`src/rtl/sbm_pkg.sv`:
```
`timescale 1ns/1ps
package sbm_pkg;

  localparam int SBM_BYTE_W = 8;
  localparam int SBM_LEN_W  = 4;
  localparam int SBM_BIT_W  = $clog2(SBM_BYTE_W);
  localparam int SBM_IDX_W  = SBM_LEN_W + 1;

  typedef enum logic [1:0] {
    ST_IDLE,
    ST_SETUP,
    ST_SHIFT,
    ST_HOLD
  } sbm_state_e;

  // Control byte: direction on top, three zero bits, burst length below.
  function automatic logic [SBM_BYTE_W-1:0] ctrl_byte(input logic wr,
                                                      input logic [SBM_LEN_W-1:0] len);
    return {wr, 3'b000, len};
  endfunction

  // Index of the final byte in the frame (address and control come first).
  function automatic logic [SBM_IDX_W-1:0] last_idx(input logic [SBM_LEN_W-1:0] len);
    return SBM_IDX_W'(len) + SBM_IDX_W'(1);
  endfunction

  // A request is raised while loading byte idx when byte idx+1 is still data.
  function automatic logic need_wreq(input logic wr,
                                     input logic [SBM_IDX_W-1:0] idx,
                                     input logic [SBM_LEN_W-1:0] len);
    return wr && (idx >= SBM_IDX_W'(1)) && (idx <= SBM_IDX_W'(len));
  endfunction

endpackage

```
`src/rtl/sbm_halfclk.sv`:
```
`timescale 1ns/1ps
module sbm_halfclk #(
  parameter int DIV_HALF = 2
) (
  input  logic clk,
  input  logic rst_n,
  input  logic run_i,
  output logic tick_o
);

  generate
    if (DIV_HALF <= 1) begin : g_direct
      assign tick_o = run_i;
    end else begin : g_count
      localparam int CW = $clog2(DIV_HALF);
      localparam logic [CW-1:0] TOP = CW'(DIV_HALF - 1);
      logic [CW-1:0] cnt_q;

      always_ff @(posedge clk or negedge rst_n) begin
        if (!rst_n) begin
          cnt_q <= '0;
        end else if (!run_i) begin
          cnt_q <= '0;
        end else if (cnt_q == TOP) begin
          cnt_q <= '0;
        end else begin
          cnt_q <= cnt_q + CW'(1);
        end
      end

      assign tick_o = run_i && (cnt_q == TOP);
    end
  endgenerate

endmodule

```
`src/rtl/sbm_shifter.sv`:
```
`timescale 1ns/1ps
module sbm_shifter
  import sbm_pkg::*;
(
  input  logic                  clk,
  input  logic                  rst_n,
  input  logic                  load_i,
  input  logic [SBM_BYTE_W-1:0] load_val_i,
  input  logic                  shift_i,
  input  logic                  sample_i,
  input  logic                  miso_i,
  output logic                  mosi_o,
  output logic [SBM_BYTE_W-1:0] rx_next_o
);

  logic [SBM_BYTE_W-1:0] tx_q;
  logic [SBM_BYTE_W-2:0] rx_q;

  always_ff @(posedge clk or negedge rst_n) begin
    if (!rst_n) begin
      tx_q <= '0;
    end else if (load_i) begin
      tx_q <= load_val_i;
    end else if (shift_i) begin
      tx_q <= {tx_q[SBM_BYTE_W-2:0], 1'b0};
    end
  end

  // Only seven bits of history are kept; the eighth is the live input.
  always_ff @(posedge clk or negedge rst_n) begin
    if (!rst_n) begin
      rx_q <= '0;
    end else if (sample_i) begin
      rx_q <= rx_next_o[SBM_BYTE_W-2:0];
    end
  end

  assign rx_next_o = {rx_q, miso_i};
  assign mosi_o    = tx_q[SBM_BYTE_W-1];

endmodule

```
`src/rtl/sbm_seq.sv`:
```
`timescale 1ns/1ps
module sbm_seq
  import sbm_pkg::*;
(
  input  logic                  clk,
  input  logic                  rst_n,
  input  logic                  start_i,
  input  logic [SBM_BYTE_W-1:0] addr_i,
  input  logic                  write_i,
  input  logic [SBM_LEN_W-1:0]  count_i,
  input  logic [SBM_BYTE_W-1:0] wdata_i,
  input  logic                  tick_i,
  input  logic [SBM_BYTE_W-1:0] rx_next_i,
  output logic                  run_o,
  output logic                  sclk_o,
  output logic                  csn_o,
  output logic                  load_o,
  output logic [SBM_BYTE_W-1:0] load_val_o,
  output logic                  shift_o,
  output logic                  sample_o,
  output logic                  wreq_o,
  output logic [SBM_BYTE_W-1:0] rdata_o,
  output logic                  rvalid_o,
  output logic                  done_o,
  output logic                  err_o,
  output logic                  rise_evt_o,
  output logic                  fall_evt_o
);

  localparam logic [SBM_BIT_W-1:0] BIT_LAST   = SBM_BIT_W'(SBM_BYTE_W - 1);
  localparam logic [SBM_IDX_W-1:0] FIRST_DATA = SBM_IDX_W'(2);

  sbm_state_e             state_q;
  logic                   sclk_q, csn_q, wr_q;
  logic [SBM_LEN_W-1:0]   len_q;
  logic [SBM_BIT_W-1:0]   bit_q;
  logic [SBM_IDX_W-1:0]   idx_q;
  logic                   wreq_q, rvalid_q, done_q, err_q;
  logic [SBM_BYTE_W-1:0]  rdata_q;

  logic accept, reject, bit_end, byte_end, last_byte;
  logic wreq_set, rvalid_set;
  logic [SBM_IDX_W-1:0] next_idx;

  assign accept    = (state_q == ST_IDLE) && start_i && (count_i != '0);
  assign reject    = (state_q == ST_IDLE) && start_i && (count_i == '0);
  assign rise_evt_o = tick_i && ((state_q == ST_SETUP) ||
                                 ((state_q == ST_SHIFT) && !sclk_q));
  assign fall_evt_o = tick_i && (state_q == ST_SHIFT) && sclk_q;
  assign bit_end   = (bit_q == BIT_LAST);
  assign byte_end  = fall_evt_o && bit_end;
  assign last_byte = (idx_q == last_idx(len_q));
  assign next_idx  = idx_q + SBM_IDX_W'(1);

  assign wreq_set   = byte_end && !last_byte && need_wreq(wr_q, next_idx, len_q);
  assign rvalid_set = rise_evt_o && bit_end && (idx_q >= FIRST_DATA) && !wr_q;

  // Shifter control
  assign load_o   = accept || byte_end;
  assign shift_o  = fall_evt_o && !bit_end;
  assign sample_o = rise_evt_o;

  always_comb begin
    if (accept) begin
      load_val_o = addr_i;
    end else if (last_byte) begin
      load_val_o = '0;
    end else if (next_idx == SBM_IDX_W'(1)) begin
      load_val_o = ctrl_byte(wr_q, len_q);
    end else if (wr_q) begin
      load_val_o = wdata_i;
    end else begin
      load_val_o = '0;
    end
  end

  always_ff @(posedge clk or negedge rst_n) begin
    if (!rst_n) begin
      state_q  <= ST_IDLE;
      sclk_q   <= 1'b0;
      csn_q    <= 1'b1;
      wr_q     <= 1'b0;
      len_q    <= '0;
      bit_q    <= '0;
      idx_q    <= '0;
      wreq_q   <= 1'b0;
      rvalid_q <= 1'b0;
      done_q   <= 1'b0;
      err_q    <= 1'b0;
      rdata_q  <= '0;
    end else begin
      wreq_q   <= wreq_set;
      rvalid_q <= rvalid_set;
      err_q    <= reject;
      done_q   <= 1'b0;
      if (rvalid_set) rdata_q <= rx_next_i;
      unique case (state_q)
        ST_IDLE: begin
          if (accept) begin
            state_q <= ST_SETUP;
            csn_q   <= 1'b0;
            wr_q    <= write_i;
            len_q   <= count_i;
            bit_q   <= '0;
            idx_q   <= '0;
          end
        end
        ST_SETUP: begin
          if (tick_i) begin
            sclk_q  <= 1'b1;
            state_q <= ST_SHIFT;
          end
        end
        ST_SHIFT: begin
          if (rise_evt_o) sclk_q <= 1'b1;
          if (fall_evt_o) begin
            sclk_q <= 1'b0;
            if (bit_end) begin
              bit_q <= '0;
              if (last_byte) state_q <= ST_HOLD;
              else           idx_q   <= next_idx;
            end else begin
              bit_q <= bit_q + SBM_BIT_W'(1);
            end
          end
        end
        ST_HOLD: begin
          if (tick_i) begin
            csn_q   <= 1'b1;
            done_q  <= 1'b1;
            state_q <= ST_IDLE;
          end
        end
        default: state_q <= ST_IDLE;
      endcase
    end
  end

  assign run_o    = (state_q != ST_IDLE);
  assign sclk_o   = sclk_q;
  assign csn_o    = csn_q;
  assign wreq_o   = wreq_q;
  assign rvalid_o = rvalid_q;
  assign rdata_o  = rdata_q;
  assign done_o   = done_q;
  assign err_o    = err_q;

endmodule

```
`src/rtl/sreg_burst_master.sv`:
```
`timescale 1ns/1ps
module sreg_burst_master
  import sbm_pkg::*;
#(
  parameter int DIV_HALF = 2
) (
  input  logic                  clk,
  input  logic                  rst_n,
  input  logic                  start_i,
  input  logic [SBM_BYTE_W-1:0] addr_i,
  input  logic                  write_i,
  input  logic [SBM_LEN_W-1:0]  count_i,
  input  logic [SBM_BYTE_W-1:0] wdata_i,
  output logic                  wreq_o,
  output logic [SBM_BYTE_W-1:0] rdata_o,
  output logic                  rvalid_o,
  output logic                  done_o,
  output logic                  err_o,
  output logic                  busy_o,
  output logic                  sclk_o,
  output logic                  mosi_o,
  input  logic                  miso_i,
  output logic                  csn_o
);

  // Named internal events, visible to the bound checker
  logic                  half_tick;
  logic                  run;
  logic                  rise_evt;
  logic                  fall_evt;
  logic                  sh_load;
  logic                  sh_shift;
  logic                  sh_sample;
  logic [SBM_BYTE_W-1:0] sh_load_val;
  logic [SBM_BYTE_W-1:0] rx_next;

  sbm_halfclk #(.DIV_HALF(DIV_HALF)) u_halfclk (
    .clk    (clk),
    .rst_n  (rst_n),
    .run_i  (run),
    .tick_o (half_tick)
  );

  sbm_seq u_seq (
    .clk        (clk),
    .rst_n      (rst_n),
    .start_i    (start_i),
    .addr_i     (addr_i),
    .write_i    (write_i),
    .count_i    (count_i),
    .wdata_i    (wdata_i),
    .tick_i     (half_tick),
    .rx_next_i  (rx_next),
    .run_o      (run),
    .sclk_o     (sclk_o),
    .csn_o      (csn_o),
    .load_o     (sh_load),
    .load_val_o (sh_load_val),
    .shift_o    (sh_shift),
    .sample_o   (sh_sample),
    .wreq_o     (wreq_o),
    .rdata_o    (rdata_o),
    .rvalid_o   (rvalid_o),
    .done_o     (done_o),
    .err_o      (err_o),
    .rise_evt_o (rise_evt),
    .fall_evt_o (fall_evt)
  );

  sbm_shifter u_shifter (
    .clk        (clk),
    .rst_n      (rst_n),
    .load_i     (sh_load),
    .load_val_i (sh_load_val),
    .shift_i    (sh_shift),
    .sample_i   (sh_sample),
    .miso_i     (miso_i),
    .mosi_o     (mosi_o),
    .rx_next_o  (rx_next)
  );

  assign busy_o = run;

endmodule

```
`config.mk`:
```
export PLATFORM = sky130hd
export DESIGN_NAME = sreg_burst_master
export DESIGN_NICKNAME = d
export VERILOG_FILES = /design/src/rtl/sbm_pkg.sv /design/src/rtl/sbm_halfclk.sv /design/src/rtl/sbm_shifter.sv /design/src/rtl/sbm_seq.sv /design/src/rtl/sreg_burst_master.sv
export SDC_FILE = /design/constraint.sdc
export NUM_CORES = 1
export LEC_CHECK = 0
export BUFFER_PORTS_ARGS = -buffer_cell sky130_fd_sc_hd__buf_2
export CORE_MARGIN = 5
export CORE_UTILIZATION = 45
export CTS_CLUSTER_DIAMETER = 40
export DETAILED_ROUTE_END_ITERATION = 8
export GPL_ROUTABILITY_DRIVEN = 0
export PLACE_DENSITY = 0.69
export RECOVER_POWER = 50
export SYNTH_ARGS = -nofsm -noshare
export SYNTH_HDL_FRONTEND = slang
export SYNTH_SLANG_ARGS = --single-unit
```
`constraint.sdc`:
```
create_clock -name clk -period 2.25 [get_ports clk]
set_input_delay 0.225 -clock clk [delete_from_list [all_inputs] [get_ports clk]]
set_output_delay 0.225 -clock clk [all_outputs]
set_load 0.01 [all_outputs]
```
==> out/results.tsv, run 1 <==
stage	metric	value	unit
synth	post-synthesis compound-gate area fraction	16.58	%
sta	Max-slew headroom	49.81	%
synth	top-count cell post-synth	dfrtp_1	
cts	H-tree depth	2	
sta	worst setup margin	0.08404	ns
route	routed len/inst	15.13	um
synth	ys flop type	dfrtp_1	
worst_setup_path	Crit-path slowest cell	dfrtp_1	
route	DR pass1 iterations	4	
cts	Worst-path clk slew	0.09	ns
cts	Num Clock Sinks	45	
sta	Hold WS	0.1433	ns
worst_setup_path	Worst path max stage delay	0.45	ns
worst_setup_path	nature of the critical path startpoint	flip-flop	
route	DRT Wirelength	5386	um
synth	Syn Area/Cell	10.71	um^2
synth	Syn. warnings	0	
synth	top-area cell type share of the netlist area	44.90	%
sta	Slew @ Worst Pin	0.7528	ns
cts	Skew-Pair Late Insertion Delay	0.31	ns
route	drt drc	0	
synth	main area contributors after synthesis	dfrtp_1, mux2_2, ha_1	
sta	achievable frequency	461.7	MHz
worst_setup_path	r2r endpoint	u_shifter.tx_q[7]$_DFFE_PN0P_	
floorplan	core outline area	0.005205	mm^2
cts	TritonCTS Buffers	5	
route	via count	1934	
pwr	P per Cell Area	1126	mW/mm^2
worst_setup_path	crit path capture	u_shifter.tx_q[7]$_DFFE_PN0P_	
cells_and_area	NumNets Final	324	
synth	ys async rst share	100.0	%
global_routing	Tot GR Track Use	15.95	%
worst_setup_path	R2R depth	7	
sta	setup clock skew after layout	0.009898	ns
pwr	VDD IR-drop max	627.0	uV
pwr	Leak	1.373	nW
worst_setup_path	CP endpoint kind	flip-flop	
run_status	outcome	finished, final reports clean	
floorplan	floorplan row count	26	
worst_setup_path	CP Data Arrival Time	2.36	ns
synth	area share of fa/ha/maj cells after synthesis	7.143	%
hold_path	Worst Hold Class	in -> reg	
placed_design	pre-CTS WS	0.1169	ns
cells_and_area	# diodes	0	
synth	main combinational cell family by area after synthesis	compound AO/OA/AOI/OAI gates	
global_routing	GRT overflow	0	
synth	Synth area leader	dfrtp_1	
synth	XOR/XNOR share of the synthesized area	2.500	%
route	initial drt markers	112	
route	remaining antenna violation count	0	
cells_and_area	Layout area overhead	19.69	%
cells_and_area	final instance area	0.002935	mm^2
worst_setup_path	FF-to-FF Start	u_seq.len_q[0]$_DFFE_PN0P_	
global_routing	largest net degree at the start of global routing	23	
synth	Post-synth EDFFs	0	
floorplan	DIE HEIGHT	83.82	um
sta	clock period minus final worst setup slack	2.166	ns
synth	Synth cell types	51	
cts	root buf cell	clkbuf_8	
synth	post-synthesis mux area share	11.33	%
global_routing	number of global-route vias before repair	1918	
synth	Mapped Nets	268	
placed_design	IO buf count	40	
worst_setup_path	CP required	2.45	ns
floorplan	starting density of the core	47.12	%
worst_setup_path	cells along the critical path	ha_1 -> o21ba_2 -> a221oi_1 -> o2111ai_1 -> buf_4 -> a41oi_1 -> nor2_1	
synth	Yosys reg bits	45	
cts	clk buf depth	2	
worst_setup_path	WS Path Type	reg -> reg	
cts	CTS tree	built	
route	vias per cell	5.433	
global_routing	initial antenna violation count	0	
worst_setup_path	worst setup path startpoint	u_seq.len_q[0]$_DFFE_PN0P_	
global_routing	first-pass GRT wire length	9101	um
synth	Commonest cells post-synth	dfrtp_1, mux2_2, nor2_1, o21ai_0, ha_1	
synth	Post-Synth Simple-Gate Area	13.27	%
cells_and_area	fillers	470	
sta	Final Hold Fails	0	
run	max_cap viols	0	
cells_and_area	share of cells above drive strength 1	30.07	%
cells_and_area	FF/Latch Area	0.001127	mm^2
placed_design	placed cell areas	0.002819	mm^2
placed_design	DP Wirelength	4146	um
worst_setup_path	reg2reg setup slack	0.08	ns
synth	Mapped Area	0.002452	mm^2
sta	Setup violations, final	0	
synth	Synth Instances	229	
floorplan	IO Pins	41	
sta	max-slew violation count	0	
sta	unrepaired setup endpoints after global routing	no	
worst_setup_path	CP Max Fanout	5	
synth	sequential cell area fraction in the yosys report	45.97	%
floorplan	die extent in x	83.82	um
cells_and_area	area of the multi-input gates	0.001254	mm^2
sta	period utilization	96.26	%
sta	TNS Setup	0	ns
floorplan	die outline area	0.007026	mm^2
==> flip-flops by register name, indices dropped and copies added (netlist names), 2 cells and up <==
name / count
u_seq.state_q: 2
u_shifter.tx_q: 8
u_shifter.rx_q: 7
u_seq.len_q: 4
u_seq.rdata_o: 8
u_seq.idx_q: 5
u_seq.bit_q: 3
==> final cells by class <==
cell class	count	area share, %
Timing Repair Buffer	57	10.66
Sequential cell	45	38.41
Multi-Input combinational cell	166	42.71
Inverter	10	1.279
Tap cell	70	2.984
Clock inverter	3	1.620
Clock buffer	5	2.344
==> per-stage QoR <==
step / std cells / total power [mW] / util [%]
floorplan: 229 / 2.248 / -
CTS: 356 / 3.323 / 56.59
detailed placement: 347 / 2.672 / 54.16
global route: 356 / 3.548 / 56.39
finish: 356 / 3.305 / 56.39
global placement: 347 / 2.634 / 54.16
==> critical path, delay by kind of cell, from the launching register on <==
family,cells,cell delay (ns)
adders and majority gates,1,0.29
and+or+nand+nor,1,0.08
AOI/OAI and AO/OA,4,1.05
DFF,1,0.45
buffers and inverters,1,0.20
==> cells in the final DEF, fill, tap and decap left out, drive strengths merged, types with 3 or more instances in the layout <==
cell     n
nand3   11
inv     11
nand4    5
nor2    17
a21o     3
buf     45
a21oi    9
o32ai    4
dfrtp   44
xnor2    5
o221ai   3
ha      14
nand2   12
clkbuf  16
and3     3
nor2b    3
o21ai   17
and2     3
mux2    22
mux2i    3
==> what timing repair did <==
| item | in CTS | in global routing |
|---|---|---|
| buffers inserted | 0 | 0 |
| hold buffers | 1 | 0 |
| setup endpoints to repair | 0 | 5 |
| resized for setup | 0 | 2 |
| endpoints found under the hold margin | 9 | 0 |
==> report_power, final <==
| part | internal, mW | switching, mW | leakage, nW |
|---|---|---|---|
| sequential | 1.06 | 0.205 | 0.568 |
| clock | 0.339 | 0.305 | 0.0591 |
| combinational | 0.667 | 0.729 | 0.746 |
==> logic make-up after synthesis <==
family	after synthesis
AOI/OAI and AO/OA	56
xor gates and xnor gates	7
adders and majority gates	14
buffers and inverters	18
DFF	45
muxes	25
and+or+nand+nor	64
==> worst min-delay path by stage <==
stage                  from                                 to  slack, ns  cells after the start
finish              write_i             u_seq.wr_q$_DFFE_PN0P_       0.14                      2
global route        write_i             u_seq.wr_q$_DFFE_PN0P_       0.15                      2
CTS                 write_i             u_seq.wr_q$_DFFE_PN0P_       0.14                      2
detailed placement    rst_n         u_seq.idx_q[3]$_DFFE_PN0P_       0.12                      1
global placement      rst_n             u_seq.wreq_o$_DFF_PN0_       0.11                      1
floorplan             rst_n  u_halfclk.g_count.cnt_q$_DFF_PN0_      -0.07                      0
==> layer usage <==
| layer | up-vias | wire (um) | global-route usage [%] |
|---|---|---|---|
| met5 | - | 0 | 0 |
| met4 | 0 | 133 | 7.018 |
| met3 | 10 | 266 | 3.554 |
| met2 | 48 | 2514 | 24.51 |
| met1 | 920 | 2470 | 21.51 |
| li1 | 956 | - | - |
No activity file was read; power rests on OpenSTA's default activity.
==> run 2, diff against run 1 <==
--- a/config.mk
+++ b/config.mk
@@ -7,11 +7,10 @@
 export LEC_CHECK = 0
 export BUFFER_PORTS_ARGS = -buffer_cell sky130_fd_sc_hd__buf_2
 export CORE_MARGIN = 5
-export CORE_UTILIZATION = 45
+export CORE_UTILIZATION = 30
 export CTS_CLUSTER_DIAMETER = 40
 export DETAILED_ROUTE_END_ITERATION = 8
 export GPL_ROUTABILITY_DRIVEN = 0
-export PLACE_DENSITY = 0.69
 export RECOVER_POWER = 50
 export SYNTH_ARGS = -nofsm -noshare
 export SYNTH_HDL_FRONTEND = slang
==> out/results.tsv, run 2 (synthesis gave the netlist of run 1 again) <==
stage	metric	value	unit
run_status	outcome	finished, final reports clean	
global_routing	Tot GR Track Use	11.65	%
global_routing	initial antenna violation count	0	
cts	Worst-path clk slew	0.09	ns
cts	H-tree depth	2	
route	via count	1908	
cells_and_area	Layout area overhead	20.97	%
pwr	P per Cell Area	1106	mW/mm^2
cts	root buf cell	clkbuf_8	
placed_design	DP Wirelength	4247	um
route	DR pass1 iterations	4	
cts	clk buf depth	2	
cells_and_area	share of cells above drive strength 1	31.56	%
cells_and_area	area of the multi-input gates	0.001265	mm^2
cells_and_area	most frequent cells in the layout	dfrtp_1, buf_2, mux2_2	
sta	unrepaired setup endpoints after global routing	no	
floorplan	IO Pins	41	
global_routing	GRT overflow	0	
pwr	VDD IR-drop max	468.7	uV
pwr	Leak	1.366	nW
worst_setup_path	nature of the critical path startpoint	flip-flop	
cts	Num Clock Sinks	45	
floorplan	starting density of the core	30.30	%
sta	Final Hold Fails	0	
route	drt drc	0	
route	routed len/inst	14.56	um
sta	max-slew violation count	0	
global_routing	number of global-route vias before repair	1931	
worst_setup_path	WS Path Type	reg -> reg	
sta	Hold WS	0.1486	ns
sta	period utilization	94.44	%
run	max_cap viols	0	
route	DRT Wirelength	5633	um
global_routing	first-pass GRT wire length	9384	um
floorplan	floorplan row count	33	
cells_and_area	fillers	847	
global_routing	largest net degree at the start of global routing	46	
route	remaining antenna violation count	0	
sta	Slew @ Worst Pin	1.123	ns
floorplan	core outline area	0.008093	mm^2
placed_design	pre-CTS WS	0.08223	ns
route	vias per cell	4.930	
floorplan	die extent in x	100.4	um
floorplan	DIE HEIGHT	100.4	um
sta	clock period minus final worst setup slack	2.125	ns
cells_and_area	NumNets Final	320	
route	initial drt markers	91	
sta	setup clock skew after layout	0.01109	ns
worst_setup_path	CP Data Arrival Time	2.37	ns
cells_and_area	commonest non-fill, non-tap cell in the layout	dfrtp_1	
hold_path	Worst Hold Class	in -> reg	
placed_design	IO buf count	40	
worst_setup_path	CP required	2.49	ns
sta	TNS Setup	0	ns
cells_and_area	# diodes	0	
sta	worst setup margin	0.1251	ns
cts	TritonCTS Buffers	5	
sta	Max-slew headroom	25.13	%
cts	Skew-Pair Late Insertion Delay	0.30	ns
cells_and_area	FF/Latch Area	0.001127	mm^2
worst_setup_path	CP endpoint kind	flip-flop	
sta	Setup violations, final	0	
cts	CTS tree	built	
floorplan	die outline area	0.01008	mm^2
worst_setup_path	CP Max Fanout	8	
sta	achievable frequency	470.6	MHz
pwr	Design Power	3.282	mW
[run 2: cell types whose count changed in the layout (fill, tap and decap cells not counted), moves of 2 or more]
cell      delta
buf_2        +3
inv_6        -2
buf_4        -3
clkbuf_1     -4
[run 2: final timing paths]
check | cells past startpoint | from | slack [ns] | end
hold reg to reg | 1 | u_halfclk.g_count.cnt_q$_DFF_PN0_ | 0.48 | u_halfclk.g_count.cnt_q$_DFF_PN0_
hold / removal | 3 | count_i[2] | 0.15 | u_seq.len_q[2]$_DFFE_PN0P_
setup / recovery | 8 | u_seq.idx_q[0]$_DFFE_PN0P_ | 0.13 | u_seq.wreq_o$_DFF_PN0_
max in group asynchronous | 3 | rst_n | 0.80 | u_seq.done_o$_DFF_PN0_
setup reg to reg | 8 | u_seq.idx_q[0]$_DFFE_PN0P_ | 0.13 | u_seq.wreq_o$_DFF_PN0_
min in group asynchronous | 3 | rst_n | 0.75 | u_seq.rdata_o[5]$_DFFE_PN0P_
[run 2: stage by stage]
step	utilization (%)	std cells	instance area (um^2)
floorplan	-	229	2452
finish	36.66	387	2967
global route	36.66	387	2967
CTS	36.70	387	2970
global placement	35.16	378	2845
detailed placement	35.16	378	2845
[run 2: what timing repair did]
item	CTS	global route
gates resized for setup	0	4
buffers inserted	0	0
setup endpoints to repair	0	9
hold endpoints to repair	44	0
hold buffers	1	0
[run 2: layout make-up]
class	count	share of cell area, %
Multi-Input combinational cell	166	42.64
Clock buffer	5	2.320
Sequential cell	45	38.00
Inverter	10	1.265
Timing Repair Buffer	53	9.785
Tap cell	105	4.429
Clock inverter	3	1.561
[run 2: where the power goes]
part           internal, mW  switching, mW
Sequential             1.06          0.230
Clock                 0.332          0.287
Combinational         0.656          0.716
[run 2: worst max-delay path: stages (launching register included)]
cell and delay [ns]:
dfrtp_1 0.50, inv_1 0.10, ha_1 0.36, ha_1 0.30, nor2b_1 0.13, o21a_1 0.16, o21a_1 0.16, o21ai_0 0.17
and3_1 0.18
[run 2: routing by layer]
layer / GRT usage [%] / vias up / wire (um)
met5: 0 / - / 0
met3: 2.571 / 5 / 183
met4: 4.145 / 0 / 81
li1: - / 943 / -
met1: 15.18 / 932 / 2564
met2: 19.01 / 28 / 2804
